<file path="config.mk">
export PLATFORM = sky130hd
export DESIGN_NAME = capture_channel
export DESIGN_NICKNAME = d
export VERILOG_FILES = /design/src/rtl/capture_pkg.sv /design/src/rtl/capture_ctrl.sv /design/src/rtl/capture_datapath.sv /design/src/rtl/capture_channel.sv
export SDC_FILE = /design/constraint.sdc
export NUM_CORES = 1
export LEC_CHECK = 0
export BUFFER_PORTS_ARGS = -buffer_cell sky130_fd_sc_hd__buf_2
export CORE_ASPECT_RATIO = 0.75
export CORE_MARGIN = 4
export CORE_UTILIZATION = 54
export CTS_BUF_LIST = sky130_fd_sc_hd__clkbuf_8 sky130_fd_sc_hd__clkbuf_16
export CTS_CLUSTER_SIZE = 12
export DETAILED_ROUTE_END_ITERATION = 16
export GPL_TIMING_DRIVEN = 0
export PLACE_DENSITY = 0.93
export SLEW_MARGIN = 20
export SYNTH_ARGS = -nofsm -noshare
export SYNTH_HDL_FRONTEND = slang
export SYNTH_HIERARCHICAL = 1
export SYNTH_SLANG_ARGS = --single-unit
</file>
<file path="constraint.sdc">
create_clock -name clk -period 3.4 [get_ports clk]
set_input_delay 0.68 -clock clk [delete_from_list [all_inputs] [get_ports clk]]
set_output_delay 0.68 -clock clk [all_outputs]
set_load 0.02 [all_outputs]
</file>
<file path="src/rtl/capture_pkg.sv">
package capture_pkg;

  localparam logic [1:0] ADDR_CFG    = 2'd0;
  localparam logic [1:0] ADDR_VALUE  = 2'd1;
  localparam logic [1:0] ADDR_STATUS = 2'd2;

  localparam int CFG_W = 10;

  // configuration word, msb first: filt[9:6] psc[5:4] pol[3:2] irqEn[1] en[0]
  typedef struct packed {
    logic [3:0] filt;
    logic [1:0] psc;
    logic [1:0] pol;
    logic       irqEn;
    logic       en;
  } cfg_t;

  // strobes from control to datapath
  typedef struct packed {
    logic shadowLoad;
    logic copyLoad;
  } capStrobe_t;

  function automatic logic [3:0] filtLenOf(input logic [3:0] code);
    case (code)
      4'd0:    filtLenOf = 4'd1;
      4'd1:    filtLenOf = 4'd2;
      4'd2:    filtLenOf = 4'd4;
      default: filtLenOf = 4'd8;
    endcase
  endfunction

  function automatic logic [3:0] pscDivOf(input logic [1:0] code);
    pscDivOf = 4'd1 << code;
  endfunction

endpackage

</file>
<file path="src/rtl/capture_ctrl.sv">
module capture_ctrl
  import capture_pkg::*;
#(
  parameter int SYNC_STAGES = 2
) (
  input  logic       clk,
  input  logic       rstN,
  input  logic       capIn,
  input  cfg_t       cfg,
  output capStrobe_t stb
);

  logic [SYNC_STAGES-1:0] syncQ;
  logic       syncLvl;
  logic       filtLvl;
  logic       filtPrev;
  logic [2:0] filtCnt;
  logic [2:0] pscCnt;
  logic [3:0] filtLen;
  logic [3:0] pscDiv;
  logic       riseEv;
  logic       fallEv;
  logic       edgeHit;
  logic       fire;
  logic       copyQ;

  assign syncLvl = syncQ[SYNC_STAGES-1];
  assign filtLen = filtLenOf(cfg.filt);
  assign pscDiv  = pscDivOf(cfg.psc);

  generate
    if (SYNC_STAGES == 1) begin : gSync1
      always_ff @(posedge clk or negedge rstN) begin
        if (!rstN) syncQ <= '0;
        else       syncQ <= capIn;
      end
    end else begin : gSyncN
      always_ff @(posedge clk or negedge rstN) begin
        if (!rstN) syncQ <= '0;
        else       syncQ <= {syncQ[SYNC_STAGES-2:0], capIn};
      end
    end
  endgenerate

  // digital filter: level moves after filtLen agreeing samples
  always_ff @(posedge clk or negedge rstN) begin
    if (!rstN) begin
      filtLvl <= 1'b0;
      filtCnt <= '0;
    end else if (syncLvl == filtLvl) begin
      filtCnt <= '0;
    end else if ({1'b0, filtCnt} == filtLen - 4'd1) begin
      filtLvl <= syncLvl;
      filtCnt <= '0;
    end else begin
      filtCnt <= filtCnt + 3'd1;
    end
  end

  always_ff @(posedge clk or negedge rstN) begin
    if (!rstN) filtPrev <= 1'b0;
    else       filtPrev <= filtLvl;
  end

  assign riseEv = filtLvl & ~filtPrev;
  assign fallEv = ~filtLvl & filtPrev;

  always_comb begin
    if (cfg.pol[1])      edgeHit = riseEv | fallEv;
    else if (cfg.pol[0]) edgeHit = fallEv;
    else                 edgeHit = riseEv;
  end

  assign fire = cfg.en & edgeHit & ({1'b0, pscCnt} == pscDiv - 4'd1);

  // event prescaler
  always_ff @(posedge clk or negedge rstN) begin
    if (!rstN)                  pscCnt <= '0;
    else if (!cfg.en)           pscCnt <= '0;
    else if (fire)              pscCnt <= '0;
    else if (edgeHit)           pscCnt <= pscCnt + 3'd1;
  end

  always_ff @(posedge clk or negedge rstN) begin
    if (!rstN) copyQ <= 1'b0;
    else       copyQ <= fire;
  end

  assign stb.shadowLoad = fire;
  assign stb.copyLoad   = copyQ;

endmodule

</file>
<file path="src/rtl/capture_datapath.sv">
module capture_datapath
  import capture_pkg::*;
#(
  parameter int CNT_W  = 16,
  parameter int DATA_W = 32
) (
  input  logic              clk,
  input  logic              rstN,
  input  logic [CNT_W-1:0]  timeCount,
  input  capStrobe_t        stb,
  input  logic              regWrEn,
  input  logic [1:0]        regAddr,
  input  logic [DATA_W-1:0] regWdata,
  output logic [DATA_W-1:0] regRdata,
  output cfg_t              cfgQ,
  output logic [CNT_W-1:0]  capVal,
  output logic              capFlag,
  output logic              overFlag
);

  logic [CNT_W-1:0] shadowQ;
  cfg_t             cfgIn;
  logic             wrCfg;
  logic             wrStatus;
  logic             clrFlag;
  logic             clrOver;

  assign cfgIn    = cfg_t'(regWdata[CFG_W-1:0]);
  assign wrCfg    = regWrEn && (regAddr == ADDR_CFG);
  assign wrStatus = regWrEn && (regAddr == ADDR_STATUS);
  assign clrFlag  = wrStatus && !regWdata[0];
  assign clrOver  = wrStatus && !regWdata[1];

  always_ff @(posedge clk or negedge rstN) begin
    if (!rstN) begin
      cfgQ <= '0;
    end else if (wrCfg) begin
      if (cfgQ.en) begin
        cfgQ.en    <= cfgIn.en;
        cfgQ.irqEn <= cfgIn.irqEn;
      end else begin
        cfgQ <= cfgIn;
      end
    end
  end

  always_ff @(posedge clk or negedge rstN) begin
    if (!rstN) begin
      shadowQ <= '0;
      capVal  <= '0;
    end else begin
      if (stb.shadowLoad) shadowQ <= timeCount;
      if (stb.copyLoad)   capVal  <= shadowQ;
    end
  end

  always_ff @(posedge clk or negedge rstN) begin
    if (!rstN) begin
      capFlag  <= 1'b0;
      overFlag <= 1'b0;
    end else begin
      if (stb.copyLoad)  capFlag <= 1'b1;
      else if (clrFlag)  capFlag <= 1'b0;
      if (stb.copyLoad && capFlag) overFlag <= 1'b1;
      else if (clrOver)            overFlag <= 1'b0;
    end
  end

  always_comb begin
    regRdata = '0;
    case (regAddr)
      ADDR_CFG:    regRdata[CFG_W-1:0] = cfgQ;
      ADDR_VALUE:  regRdata[CNT_W-1:0] = capVal;
      ADDR_STATUS: regRdata[1:0]       = {overFlag, capFlag};
      default:     regRdata = '0;
    endcase
  end

endmodule

</file>
<file path="src/rtl/capture_channel.sv">
module capture_channel
  import capture_pkg::*;
#(
  parameter int CNT_W       = 16,
  parameter int DATA_W      = 32,
  parameter int SYNC_STAGES = 2
) (
  input  logic              clk,
  input  logic              rstN,
  input  logic [CNT_W-1:0]  timeCount,
  input  logic              capIn,
  input  logic              regWrEn,
  input  logic [1:0]        regAddr,
  input  logic [DATA_W-1:0] regWdata,
  output logic [DATA_W-1:0] regRdata,
  output logic              irqOut
);

  cfg_t             cfgQ;
  capStrobe_t       stb;
  logic [CNT_W-1:0] capVal;
  logic             capFlag;
  logic             overFlag;

  capture_ctrl #(.SYNC_STAGES(SYNC_STAGES)) uCtrl (
    .clk   (clk),
    .rstN  (rstN),
    .capIn (capIn),
    .cfg   (cfgQ),
    .stb   (stb)
  );

  capture_datapath #(.CNT_W(CNT_W), .DATA_W(DATA_W)) uDp (
    .clk       (clk),
    .rstN      (rstN),
    .timeCount (timeCount),
    .stb       (stb),
    .regWrEn   (regWrEn),
    .regAddr   (regAddr),
    .regWdata  (regWdata),
    .regRdata  (regRdata),
    .cfgQ      (cfgQ),
    .capVal    (capVal),
    .capFlag   (capFlag),
    .overFlag  (overFlag)
  );

  assign irqOut = capFlag & cfgQ.irqEn;

endmodule

</file>
# Word level (Yosys, flattened, before mapping)
# Cells that the tools add are included.
word_totals:
  ram_bits: 0
  regBits: 55
  memories: 0
  rom_bits: 0
  input_bits: 54
  out_inout_bits: 33
  latch_bits: 0
  word_cells: 66
op_classes:
  bitwise: 10
  n_div: 0
  order_cmp: 0
  n_mux: 15
  n_reduce_logical: 13
  mul: 0
  n_shift: 1
  eq_ne: 8
  addsub: 4
op_table:
  columns: ["op", "n"]
  rows:
  - ["$pmux W8 S2", 1]
  - ["$mux W3", 5]
  - ["$pmux W4 S3", 1]
  - ["$eq A3 B4 Y1", 2]
  - ["$sub A4 B1 Y4 const B", 2]
  - ["$add A3 B1 Y3 const B", 2]
  - ["$mux W1", 6]
  - ["$mux W6", 1]
  - ["$pmux W2 S3", 1]
  - ["$and A1 B1 Y1", 5]
  - ["$logic_and A1 B1 Y1", 5]
  - ["$eq A4 B1 Y1 const B", 1]
  - ["$eq A4 B2 Y1 const B", 1]
  - ["$logic_not A4 Y1", 1]
  - ["$not A1 Y1", 4]
  - ["$reduce_and A2 Y1", 2]
  - ["$reduce_bool A2 Y1", 2]
  - ["$shl A1 B2 Y4 const A", 1]
  - ["$ne A3 B3 Y1 const B", 1]
  - ["$eq A2 B1 Y1 const B", 1]
  - ["$eq A2 B2 Y1 const B", 1]
  - ["$logic_not A1 Y1", 2]
  - ["$logic_not A2 Y1", 1]
  - ["$eq A1 B1 Y1", 1]
  - ["$or A1 B1 Y1", 1]

# Depth between registers and ports, before layout
# Gate-level depths: netlist of run 1.
logic_depth:
  word_depth: 8
  depth_mapped: 9
  depth_no_buf: 8

# Hierarchy
# Netlist of run 1, hierarchy kept.
by_module_without_submodules:
  columns: ["mod", "cells_each", "instances", "seq_area_each_um2", "area_per_inst_um2"]
  rows:
  - ["capture_datapath", 144, 1, 1101.1, 2004.4]
  - ["capture_ctrl", 60, 1, 275.3, 655.6]
  - ["capture_channel", 1, 1, 0.0, 6.3]

# Least setup slack after synthesis of run 1
# No wires, ideal clock.
synth_path:
  kind: "register -> register"
  startpoint: "register, netlist name uDp/cfgQ[4]"
  endpoint: "register uDp.shadowQ[10]"
  t_required_ns: 3.275
  setup_ns: 0.125
  slack_ns: 1.098
  period_less_slack_ns: 2.302
  n_path_buf: 3
  stages_incl_launch_ff: 9
  t_arrival_ns: 2.177
  cell_sequence: "dfrtp_1 -> nor4_1 -> mux2_2 -> a31oi_2 -> nor3b_1 -> buf_4 -> clkbuf_1 -> buf_2 -> mux2_2"
synth_via:
  elab_chain_cells: 4
synth_rtl:
  columns: ["element", "line", "rtl"]
  rows:
  - ["$shl A1 B2 Y4", "capture_pkg.sv:34", "pscDivOf = 4'd1 << code;"]
  - ["$sub A4 B1 Y4", "capture_ctrl.sv:74", "assign fire = cfg.en & edgeHit & ({1'b0, pscCnt} == pscDiv - 4'd1);"]
  - ["$eq A3 B4 Y1", "capture_ctrl.sv:74", null]
  - ["$and A1 B1 Y1", "capture_ctrl.sv:74", null]
  - ["named net uCtrl.fire", "capture_ctrl.sv:24", "logic fire;"]
  - ["end signal: assignment", "capture_datapath.sv:52", "if (stb.shadowLoad) shadowQ <= timeCount;"]
  - ["end: declaration", "capture_datapath.sv:21", "logic [CNT_W-1:0] shadowQ;"]
# The timed path passes the listed nets, and every way through them passes these cells.
# A chain may end at the register's enable or synchronous reset.

# Worst setup path after layout of run 1
layout_path:
  startpoint: "register, netlist name uDp/cfgQ[4]"
  endpoint: "register uDp.shadowQ[9]"
layout_via:
  elab_chain_cells: 4
layout_rtl:
  columns: ["element", "line"]
  rows:
  - ["$shl A1 B2 Y4", "capture_pkg.sv:34"]
  - ["$sub A4 B1 Y4", "capture_ctrl.sv:74"]
  - ["$eq A3 B4 Y1", "capture_ctrl.sv:74"]
  - ["$and A1 B1 Y1", "capture_ctrl.sv:74"]
  - ["named net uCtrl.fire", "capture_ctrl.sv:24"]
# The timed path passes the listed nets, and every way through them passes these cells.

==> impl_metrics.prom, run 1 <==
# TYPE chip_impl_metric gauge
chip_impl_metric{name="async_reset_ff_share",unit="%"} 100
chip_impl_metric{name="dp_hpwl",unit="mm"} 3.70
chip_impl_metric{name="worst-endpoint-arrival",unit="ns"} 2.92
chip_impl_metric{name="core_region_area",unit="um^2"} 4620
chip_impl_metric{name="totalWireLength",unit="mm"} 4.81
chip_impl_metric{name="insertedDiodeCount",unit=""} 0
chip_impl_metric{name="leakagePower",unit="uW"} 0.00153
chip_impl_metric{name="hold_violations",unit=""} 0
chip_impl_metric{name="synth_xor_area_share",unit="%"} 1.97
chip_impl_metric{name="cts_setup_buffers",unit=""} 0
chip_impl_metric{name="drtIter0Drc",unit=""} 102
chip_impl_info{name="synth_top_family_by_area",value="multiplexers"} 1
chip_impl_metric{name="antenna_found_initial",unit=""} 0
chip_impl_metric{name="max-vdd-ir-drop",unit="mV"} 0.520
chip_impl_metric{name="first_global_vias",unit=""} 1670
chip_impl_metric{name="synth_top_area_share",unit="%"} 51.6
chip_impl_metric{name="finalCritPeriodShare",unit="%"} 80.4
chip_impl_metric{name="syn_area_per_cell",unit="um^2"} 13.0
chip_impl_metric{name="grt_max_degree",unit=""} 56
chip_impl_metric{name="dpl_worst_slack",unit="ns"} 0.731
chip_impl_metric{name="drtAntennaViolNets",unit=""} 0
chip_impl_metric{name="ctsHtreeMaxLevel",unit=""} 2
chip_impl_metric{name="finalInstanceArea",unit="um^2"} 3120
chip_impl_metric{name="cp_max_fo",unit=""} 10
chip_impl_metric{name="cap_viol_max_count",unit=""} 0
chip_impl_metric{name="power_per_cell_area",unit="nW/um^2"} 721
chip_impl_metric{name="synth-seq-cells",unit=""} 55
chip_impl_metric{name="clock_sink_count",unit=""} 55
chip_impl_metric{name="portBuffers",unit=""} 47
chip_impl_metric{name="synth_mux_area_share",unit="%"} 22.7
chip_impl_info{name="ctsRootBufferMaster",value="sky130_fd_sc_hd__clkbuf_8"} 1
chip_impl_metric{name="numCtsBuffers",unit=""} 5
chip_impl_info{name="hp-class",value="reg2reg"} 1
chip_impl_info{name="start_kind",value="flop"} 1
chip_impl_metric{name="vias",unit=""} 1678
chip_impl_metric{name="die-area",unit="um^2"} 6140
chip_impl_info{name="synthFlopType",value="sky130_fd_sc_hd__dfrtp_1"} 1
chip_impl_metric{name="avgRoutedWirePerCell",unit="um"} 14.5
chip_impl_info{name="status",value="complete, no violations"} 1
chip_impl_info{name="commonest_cells_in_the_netlist",value="55 x sky130_fd_sc_hd__dfrtp_1, 43 x sky130_fd_sc_hd__mux2_2, 18 x sky130_fd_sc_hd__buf_4"} 1
chip_impl_metric{name="worst_slack_setup_final",unit="ns"} 0.668
chip_impl_metric{name="setup_total_negative_slack",unit="ns"} 0
chip_impl_metric{name="grt_pass1_wl",unit="mm"} 7.64
chip_impl_metric{name="drc",unit=""} 0
chip_impl_info{name="hold_path.startpoint",value="uCtrl/syncQ[0]$_DFF_PN0_"} 1
chip_impl_metric{name="pin_count",unit=""} 87
chip_impl_metric{name="viasPerCell",unit=""} 5.05
chip_impl_metric{name="std_cell_rows",unit=""} 21
chip_impl_info{name="cp_cell_sequence",value="nor4_1 > mux2_2 > a31oi_2 > nor3b_1 > buf_4 > clkbuf_1 > buf_2 > mux2_2"} 1
chip_impl_metric{name="globalplace.congestion",unit=""} 0.824
chip_impl_metric{name="grt.overflow.total",unit=""} 0
chip_impl_info{name="tritoncts",value="done"} 1
chip_impl_metric{name="floorplan.die.width",unit="um"} 89.1
chip_impl_metric{name="min_period",unit="ns"} 2.73
chip_impl_metric{name="final_count_of_pins_violating_max_slew",unit=""} 0
chip_impl_metric{name="ys_seq_area_share",unit="%"} 51.6
chip_impl_info{name="critPathSlowestCell",value="sky130_fd_sc_hd__dfrtp_1"} 1
chip_impl_metric{name="finalSetupViolations",unit=""} 0
chip_impl_metric{name="synth_fa_ha_area_share",unit="%"} 2.35
chip_impl_metric{name="fmaxAchievable",unit="GHz"} 0.366
chip_impl_metric{name="post_synth_num_cell_types",unit=""} 36
chip_impl_metric{name="first_pass_iters",unit=""} 4
chip_impl_metric{name="globalRouteTotalUtil",unit="%"} 16.7
chip_impl_metric{name="finalNetCount",unit=""} 333
chip_impl_metric{name="path_buf_inv",unit=""} 3
chip_impl_metric{name="area_delta_synth_final",unit="%"} 17.0
chip_impl_metric{name="drive_gt1_share",unit="%"} 46.2
chip_impl_info{name="critPathCaptureType",value="flop"} 1
chip_impl_metric{name="holdBufCountCts",unit=""} 0
chip_impl_metric{name="cpPeakStageDelay",unit="ns"} 0.44
chip_impl_metric{name="finalClockSkew",unit="ns"} 0.00387
chip_impl_metric{name="worstPathRequired",unit="ns"} 3.59
chip_impl_metric{name="post_cts_resized",unit=""} 0
chip_impl_metric{name="clk-insertion-delay-late",unit="ns"} 0.30
chip_impl_metric{name="start_util",unit="%"} 57.7
chip_impl_metric{name="yosys.area_share.simple",unit="%"} 11.3
chip_impl_metric{name="timing.slew.headroom",unit="%"} 56.1
chip_impl_metric{name="yosys_warnings",unit=""} 6
chip_impl_metric{name="die_height",unit="um"} 68.9
chip_impl_info{name="cpMostUsedCell",value="sky130_fd_sc_hd__mux2_2"} 1
chip_impl_metric{name="synthesis.area",unit="um^2"} 2670
chip_impl_metric{name="cts_max_path_buffers",unit=""} 2
chip_impl_metric{name="worst_pin_slew",unit="ns"} 0.658
chip_impl_info{name="timing_worst_setup_path_type",value="reg2reg"} 1
chip_impl_info{name="timing.critical_path.max_delay_family",value="buffers and inverters"} 1
chip_impl_info{name="worstSetupStartpoint",value="uDp/cfgQ[4]$_DFFE_PN0P_"} 1
chip_impl_info{name="synth_top_cell_by_area",value="sky130_fd_sc_hd__dfrtp_1"} 1
chip_impl_metric{name="clk_pin_slew",unit="ns"} 0.09
chip_impl_metric{name="synth_cells",unit=""} 205
chip_impl_info{name="synthMostInstantiatedCell",value="sky130_fd_sc_hd__dfrtp_1"} 1
chip_impl_info{name="ys_top_cells_by_area",value="sky130_fd_sc_hd__dfrtp_1 52%, sky130_fd_sc_hd__mux2_2 18%, sky130_fd_sc_hd__buf_4 5.1%"} 1
chip_impl_metric{name="postPlaceCellArea",unit="um^2"} 3030
chip_impl_metric{name="synth_compound_area_share",unit="%"} 3.00
chip_impl_info{name="unrepaired_setup_endpoints_after_global_routing",value="false"} 1
chip_impl_metric{name="count_of_flip_flops_with_a_built_in_enable_after_synthesis",unit=""} 0
chip_impl_info{name="crit_reg_reg_startpoint",value="uDp/cfgQ[4]$_DFFE_PN0P_"} 1
[layout make-up]
class | count | area, um^2
multi-input cells | 137 | 1160
clock buffers | 5 | 68.8
flip-flops and latches | 55 | 1380
fillers | 362 | 1510
clock inverters | 3 | 18.8
repair buffers | 47 | 238
well taps | 57 | 71.3
inverters | 3 | 11.3
plain buffers | 25 | 174
[registers in the layout, summed over array words and instances, names as in the netlist]
register	flops
uCtrl/copyQ	1
uCtrl/filtLvl	1
uDp/shadowQ	16
uCtrl/filtCnt	3
uDp/cfgQ	10
uDp/capVal	16
uDp/overFlag	1
uDp/capFlag	1
uCtrl/filtPrev	1
uCtrl/pscCnt	3
uCtrl/syncQ	2
[report_power, final]
group / internal, uW / total [uW] / switching, uW
registers: 923 / 1110 / 191
logic: 429 / 787 / 357
clock network: 145 / 348 / 203
total: 1500 / 2250 / 751
[kinds of logic after synthesis]
kind of cell | count (synthesis)
buffers and inverters | 28
multiplexers | 55
AO/OA/AOI/OAI | 10
other | 1
flip-flops | 55
XOR/XNOR | 6
AND/OR/NAND/NOR | 45
adder cells (fa/ha/maj) | 5
[through the flow]
stage               utilization, %  hold slack (ns)  total power [uW]  instances
floorplan                        -            0.331              1700        220
global placement              65.5            0.333              1860        324
detailed placement            65.6            0.337              1920        324
CTS                           67.5            0.360              2270        332
global route                  67.5            0.377              2410        332
finish                        67.5            0.357              2250        332
[metal layers]
layer	track usage (%)	vias to the layer above	wire length, um
li1	-	816	-
met1	21.3	807	2100
met2	27.8	51	2310
met3	5.34	4	348
met4	4.09	0	54
met5	0	-	0
[placed cells by master (no fill, tap or decap), types with 5 or more instances in the layout]
| cell | n |
|---|---|
| sky130_fd_sc_hd__buf_2 | 50 |
| sky130_fd_sc_hd__mux2i_1 | 11 |
| sky130_fd_sc_hd__xnor2_1 | 6 |
| sky130_fd_sc_hd__dfrtp_1 | 55 |
| sky130_fd_sc_hd__ha_1 | 5 |
| sky130_fd_sc_hd__and2_1 | 7 |
| sky130_fd_sc_hd__mux2_2 | 43 |
| sky130_fd_sc_hd__nor2_1 | 9 |
| sky130_fd_sc_hd__clkbuf_8 | 5 |
| sky130_fd_sc_hd__conb_1 | 16 |
| sky130_fd_sc_hd__buf_4 | 19 |
| sky130_fd_sc_hd__nand2_1 | 6 |
[final timing paths]
path                                               to  slack (ns)  depth (start not counted)
max reg2reg                uDp/shadowQ[9]$_DFFE_PN0P_        0.67                          8
min reg2reg                  uCtrl/syncQ[1]$_DFF_PN0_        0.36                          0
max in group asynchronous  uDp/capVal[12]$_DFFE_PN0P_        2.56                          1
min                          uCtrl/syncQ[1]$_DFF_PN0_        0.36                          0
min in group asynchronous     uDp/cfgQ[4]$_DFFE_PN0P_        0.40                          1
max                        uDp/shadowQ[9]$_DFFE_PN0P_        0.67                          8
Note: power is estimated with default switching activity, not from simulation.
==> inputs of run 2 (changes only) <==
- ABC_AREA: not set -> 1
- CORE_UTILIZATION: 54 -> 46
- PLACE_DENSITY: 0.93 -> 0.85
- clock period: 3.4 -> 2.35 ns (I/O delays scaled with it)
==> impl_metrics.prom, run 2 <==
# TYPE chip_impl_metric gauge
chip_impl_info{name="status",value="complete, no violations"} 1
chip_impl_metric{name="core_region_area",unit="um^2"} 5890
chip_impl_metric{name="finalClockSkew",unit="ns"} 0.00574
chip_impl_info{name="critPathSlowestCell",value="sky130_fd_sc_hd__dfrtp_1"} 1
chip_impl_info{name="ctsRootBufferMaster",value="sky130_fd_sc_hd__clkbuf_8"} 1
chip_impl_metric{name="drc",unit=""} 0
chip_impl_metric{name="synth_cells",unit=""} 298
chip_impl_metric{name="worstPathRequired",unit="ns"} 2.55
chip_impl_metric{name="count_of_flip_flops_with_a_built_in_enable_after_synthesis",unit=""} 0
chip_impl_metric{name="numCtsBuffers",unit=""} 5
chip_impl_info{name="worstSetupStartpoint",value="uDp/cfgQ[5]$_DFFE_PN0P_"} 1
chip_impl_metric{name="cts_max_path_buffers",unit=""} 2
chip_impl_metric{name="grt.overflow.total",unit=""} 0
chip_impl_metric{name="antenna_found_initial",unit=""} 0
chip_impl_metric{name="clk-insertion-delay-late",unit="ns"} 0.31
chip_impl_metric{name="pwr-share-seq",unit="%"} 47.0
chip_impl_metric{name="avgRoutedWirePerCell",unit="um"} 13.6
chip_impl_metric{name="syn_area_per_cell",unit="um^2"} 9.45
chip_impl_info{name="crit_reg_reg_startpoint",value="uDp/cfgQ[5]$_DFFE_PN0P_"} 1
chip_impl_metric{name="power.share.combinational",unit="%"} 32.5
chip_impl_metric{name="post_synth_num_cell_types",unit=""} 29
chip_impl_metric{name="finalNetCount",unit=""} 427
chip_impl_info{name="unrepaired_setup_endpoints_after_global_routing",value="false"} 1
chip_impl_metric{name="timing.slew.headroom",unit="%"} 53.8
chip_impl_metric{name="portBuffers",unit=""} 48
chip_impl_info{name="hp-class",value="in2async"} 1
chip_impl_metric{name="vias",unit=""} 2187
chip_impl_metric{name="switchingPower",unit="uW"} 1110
chip_impl_info{name="final_cell_mix",value="81 x sky130_fd_sc_hd__nand2_1, 55 x sky130_fd_sc_hd__dfrtp_1, 52 x sky130_fd_sc_hd__buf_2"} 1
chip_impl_metric{name="globalRouteTotalUtil",unit="%"} 17.5
chip_impl_info{name="synth_top_cell_by_area",value="sky130_fd_sc_hd__dfrtp_1"} 1
chip_impl_metric{name="grt_pass1_wl",unit="mm"} 10.4
chip_impl_metric{name="hold_violations",unit=""} 0
chip_impl_metric{name="drtIter0Drc",unit=""} 118
chip_impl_metric{name="synth-seq-cells",unit=""} 55
chip_impl_metric{name="holdBufCountCts",unit=""} 0
chip_impl_metric{name="grt_max_degree",unit=""} 56
chip_impl_info{name="critPathCaptureType",value="flop"} 1
chip_impl_info{name="cp_cell_sequence",value="nor2_1 > nand2_1 > nand2_1 > nand4_1 > nor3_2 > buf_4 > buf_2 > buf_6 > mux2_4"} 1
chip_impl_metric{name="clock_sink_count",unit=""} 55
chip_impl_metric{name="std_cell_rows",unit=""} 24
chip_impl_metric{name="path_buf_inv",unit=""} 3
chip_impl_metric{name="post-route-util",unit="%"} 56.7
chip_impl_info{name="final_common_cell",value="sky130_fd_sc_hd__nand2_1"} 1
chip_impl_info{name="largest_registers",value="uDp/capVal x16, uDp/shadowQ x16, uDp/cfgQ x10"} 1
chip_impl_metric{name="die_height",unit="um"} 75.8
chip_impl_metric{name="clk_pin_slew",unit="ns"} 0.10
chip_impl_metric{name="drive_gt1_share",unit="%"} 30.1
chip_impl_metric{name="async_reset_ff_share",unit="%"} 100
chip_impl_metric{name="totalWireLength",unit="mm"} 6.10
chip_impl_metric{name="cts_setup_buffers",unit=""} 0
chip_impl_metric{name="first_pass_iters",unit=""} 4
chip_impl_metric{name="cpPeakStageDelay",unit="ns"} 0.47
chip_impl_metric{name="ff2ff_setup_slack",unit="ns"} 0.20
chip_impl_metric{name="power_per_cell_area",unit="nW/um^2"} 963
chip_impl_metric{name="yosys_warnings",unit=""} 6
chip_impl_info{name="commonest_cells_in_the_netlist",value="81 x sky130_fd_sc_hd__nand2_1, 55 x sky130_fd_sc_hd__dfrtp_1, 34 x sky130_fd_sc_hd__inv_1"} 1
chip_impl_metric{name="synthesis.area",unit="um^2"} 2820
chip_impl_metric{name="worst-endpoint-arrival",unit="ns"} 2.35
chip_impl_metric{name="globalplace.congestion",unit=""} 0.787
chip_impl_info{name="timing_worst_setup_path_type",value="reg2reg"} 1
chip_impl_metric{name="finalHoldWorstSlack",unit="ns"} 0.202
chip_impl_metric{name="fmaxAchievable",unit="GHz"} 0.464
chip_impl_metric{name="cap_viol_max_count",unit=""} 0
chip_impl_metric{name="floorplan.die.width",unit="um"} 98.3
chip_impl_metric{name="area_delta_synth_final",unit="%"} 18.6
chip_impl_metric{name="ys_seq_area_share",unit="%"} 48.9
chip_impl_metric{name="leakagePower",unit="uW"} 0.00178
chip_impl_info{name="synthMostInstantiatedCell",value="sky130_fd_sc_hd__nand2_1"} 1
chip_impl_metric{name="final_count_of_pins_violating_max_slew",unit=""} 0
chip_impl_metric{name="cp_max_fo",unit=""} 10
chip_impl_metric{name="setup_total_negative_slack",unit="ns"} 0
chip_impl_metric{name="reg2regPathDepth",unit=""} 9
chip_impl_metric{name="insertedDiodeCount",unit=""} 0
chip_impl_metric{name="first_global_vias",unit=""} 2231
chip_impl_metric{name="drtAntennaViolNets",unit=""} 0
chip_impl_metric{name="start_util",unit="%"} 47.8
chip_impl_metric{name="pin_count",unit=""} 87
chip_impl_metric{name="finalSetupViolations",unit=""} 0
chip_impl_metric{name="viasPerCell",unit=""} 4.89
chip_impl_metric{name="worst_pin_slew",unit="ns"} 0.694
chip_impl_info{name="start_kind",value="flop"} 1
chip_impl_metric{name="total_power",unit="uW"} 3220
chip_impl_info{name="crit_path_end",value="uDp/shadowQ[11]$_DFFE_PN0P_"} 1
chip_impl_metric{name="max-vdd-ir-drop",unit="mV"} 0.462
chip_impl_metric{name="finalCritPeriodShare",unit="%"} 91.6
chip_impl_info{name="crit-reg2reg-capture",value="uDp/shadowQ[11]$_DFFE_PN0P_"} 1
chip_impl_metric{name="internal-power",unit="uW"} 2100
chip_impl_info{name="tritoncts",value="done"} 1
chip_impl_info{name="synthFlopType",value="sky130_fd_sc_hd__dfrtp_1"} 1
chip_impl_metric{name="dp_hpwl",unit="mm"} 4.55
chip_impl_info{name="timing.critical_path.max_delay_family",value="simple AND/OR/NAND/NOR gates"} 1
chip_impl_info{name="cpMostUsedCell",value="sky130_fd_sc_hd__nand2_1"} 1
chip_impl_metric{name="ctsHtreeMaxLevel",unit=""} 2
chip_impl_metric{name="die-area",unit="um^2"} 7450
chip_impl_metric{name="min_period",unit="ns"} 2.15
chip_impl_metric{name="path_depth",unit=""} 9
chip_impl_metric{name="synth_top_area_share",unit="%"} 48.9
chip_impl_info{name="ys_top_cells_by_area",value="sky130_fd_sc_hd__dfrtp_1 49%, sky130_fd_sc_hd__nand2_1 11%, sky130_fd_sc_hd__mux2_4 5.3%"} 1
chip_impl_metric{name="switching_share",unit="%"} 34.6
chip_impl_metric{name="p_clk_share",unit="%"} 20.5
run 2: cell count changes in the layout (fill, tap and decap cells not counted), sizes merged, moves of 5 or more:
cell / previous run / this run
and2: 7 / 0
inv: 4 / 35
mux2: 44 / 16
nor2: 9 / 16
nand4: 0 / 12
buf: 70 / 75
o21ai: 3 / 27
nand3: 1 / 8
mux2i: 11 / 0
nand2: 6 / 84
run 2: cell families (layout without fill, tap and decap cells):
family	after synthesis	in the layout	synth area share, %
AO/OA/AOI/OAI	30	30	5.51
XOR/XNOR	5	5	1.82
adder cells (fa/ha/maj)	5	5	2.22
buffers and inverters	62	118	12.6
flip-flops	55	55	48.9
multiplexers	16	16	7.73
other	1	16	0.133
AND/OR/NAND/NOR	124	124	21.1
run 2: layer usage:
layer	track usage, %	wire length, um
met2	31.8	3120
met1	21.3	2570
met5	0	0
met3	3.57	356
met4	5.76	49
run 2: layout make-up:
class,instances,area [um^2]
fillers,526,2550
flip-flops and latches,55,1380
multi-input cells,196,1140
repair buffers,48,243
plain buffers,27,210
inverters,35,145
well taps,78,97.6
clock buffers,6,82.6
clock inverters,2,38.8
run 2: per-stage QoR:
stage | cell area (um^2) | instances | setup slack [ns]
after floorplan | 2870 | 313 | 0.411
after global placement | 3210 | 439 | 0.227
after detailed placement | 3210 | 439 | 0.148
after CTS | 3330 | 447 | 0.123
after global routing | 3340 | 447 | 0.0757
final | 3340 | 447 | 0.197
run 2: what timing repair did:
| action | in CTS | in global routing |
|---|---|---|
| endpoints found under the hold margin | 0 | 0 |
| gates resized for setup | 0 | 1 |
| endpoints found under the setup margin | 0 | 10 |
run 2: power groups by stage:
| stage | Clock, uW | Sequential (uW) | Combinational (uW) |
|---|---|---|---|
| floorplan | 0 | 1470 | 789 |
| global placement | 0 | 1510 | 972 |
| detailed placement | 0 | 1530 | 1030 |
| CTS | 670 | 1510 | 1040 |
| global route | 713 | 1560 | 1180 |
| finish | 658 | 1510 | 1050 |
run 2: worst min-delay path by stage:
stage,start,to,slack [ns],cells past startpoint
detailed placement,uCtrl/syncQ[0]$_DFF_PN0_,uCtrl/syncQ[1]$_DFF_PN0_,0.34,0
finish,rstN,uDp/shadowQ[2]$_DFFE_PN0P_,0.20,1
CTS,rstN,uDp/shadowQ[10]$_DFFE_PN0P_,0.22,1
floorplan,rstN,uCtrl/copyQ$_DFF_PN0_,0.17,0
global placement,uCtrl/syncQ[0]$_DFF_PN0_,uCtrl/syncQ[1]$_DFF_PN0_,0.34,0
global route,rstN,uDp/shadowQ[10]$_DFFE_PN0P_,0.26,1
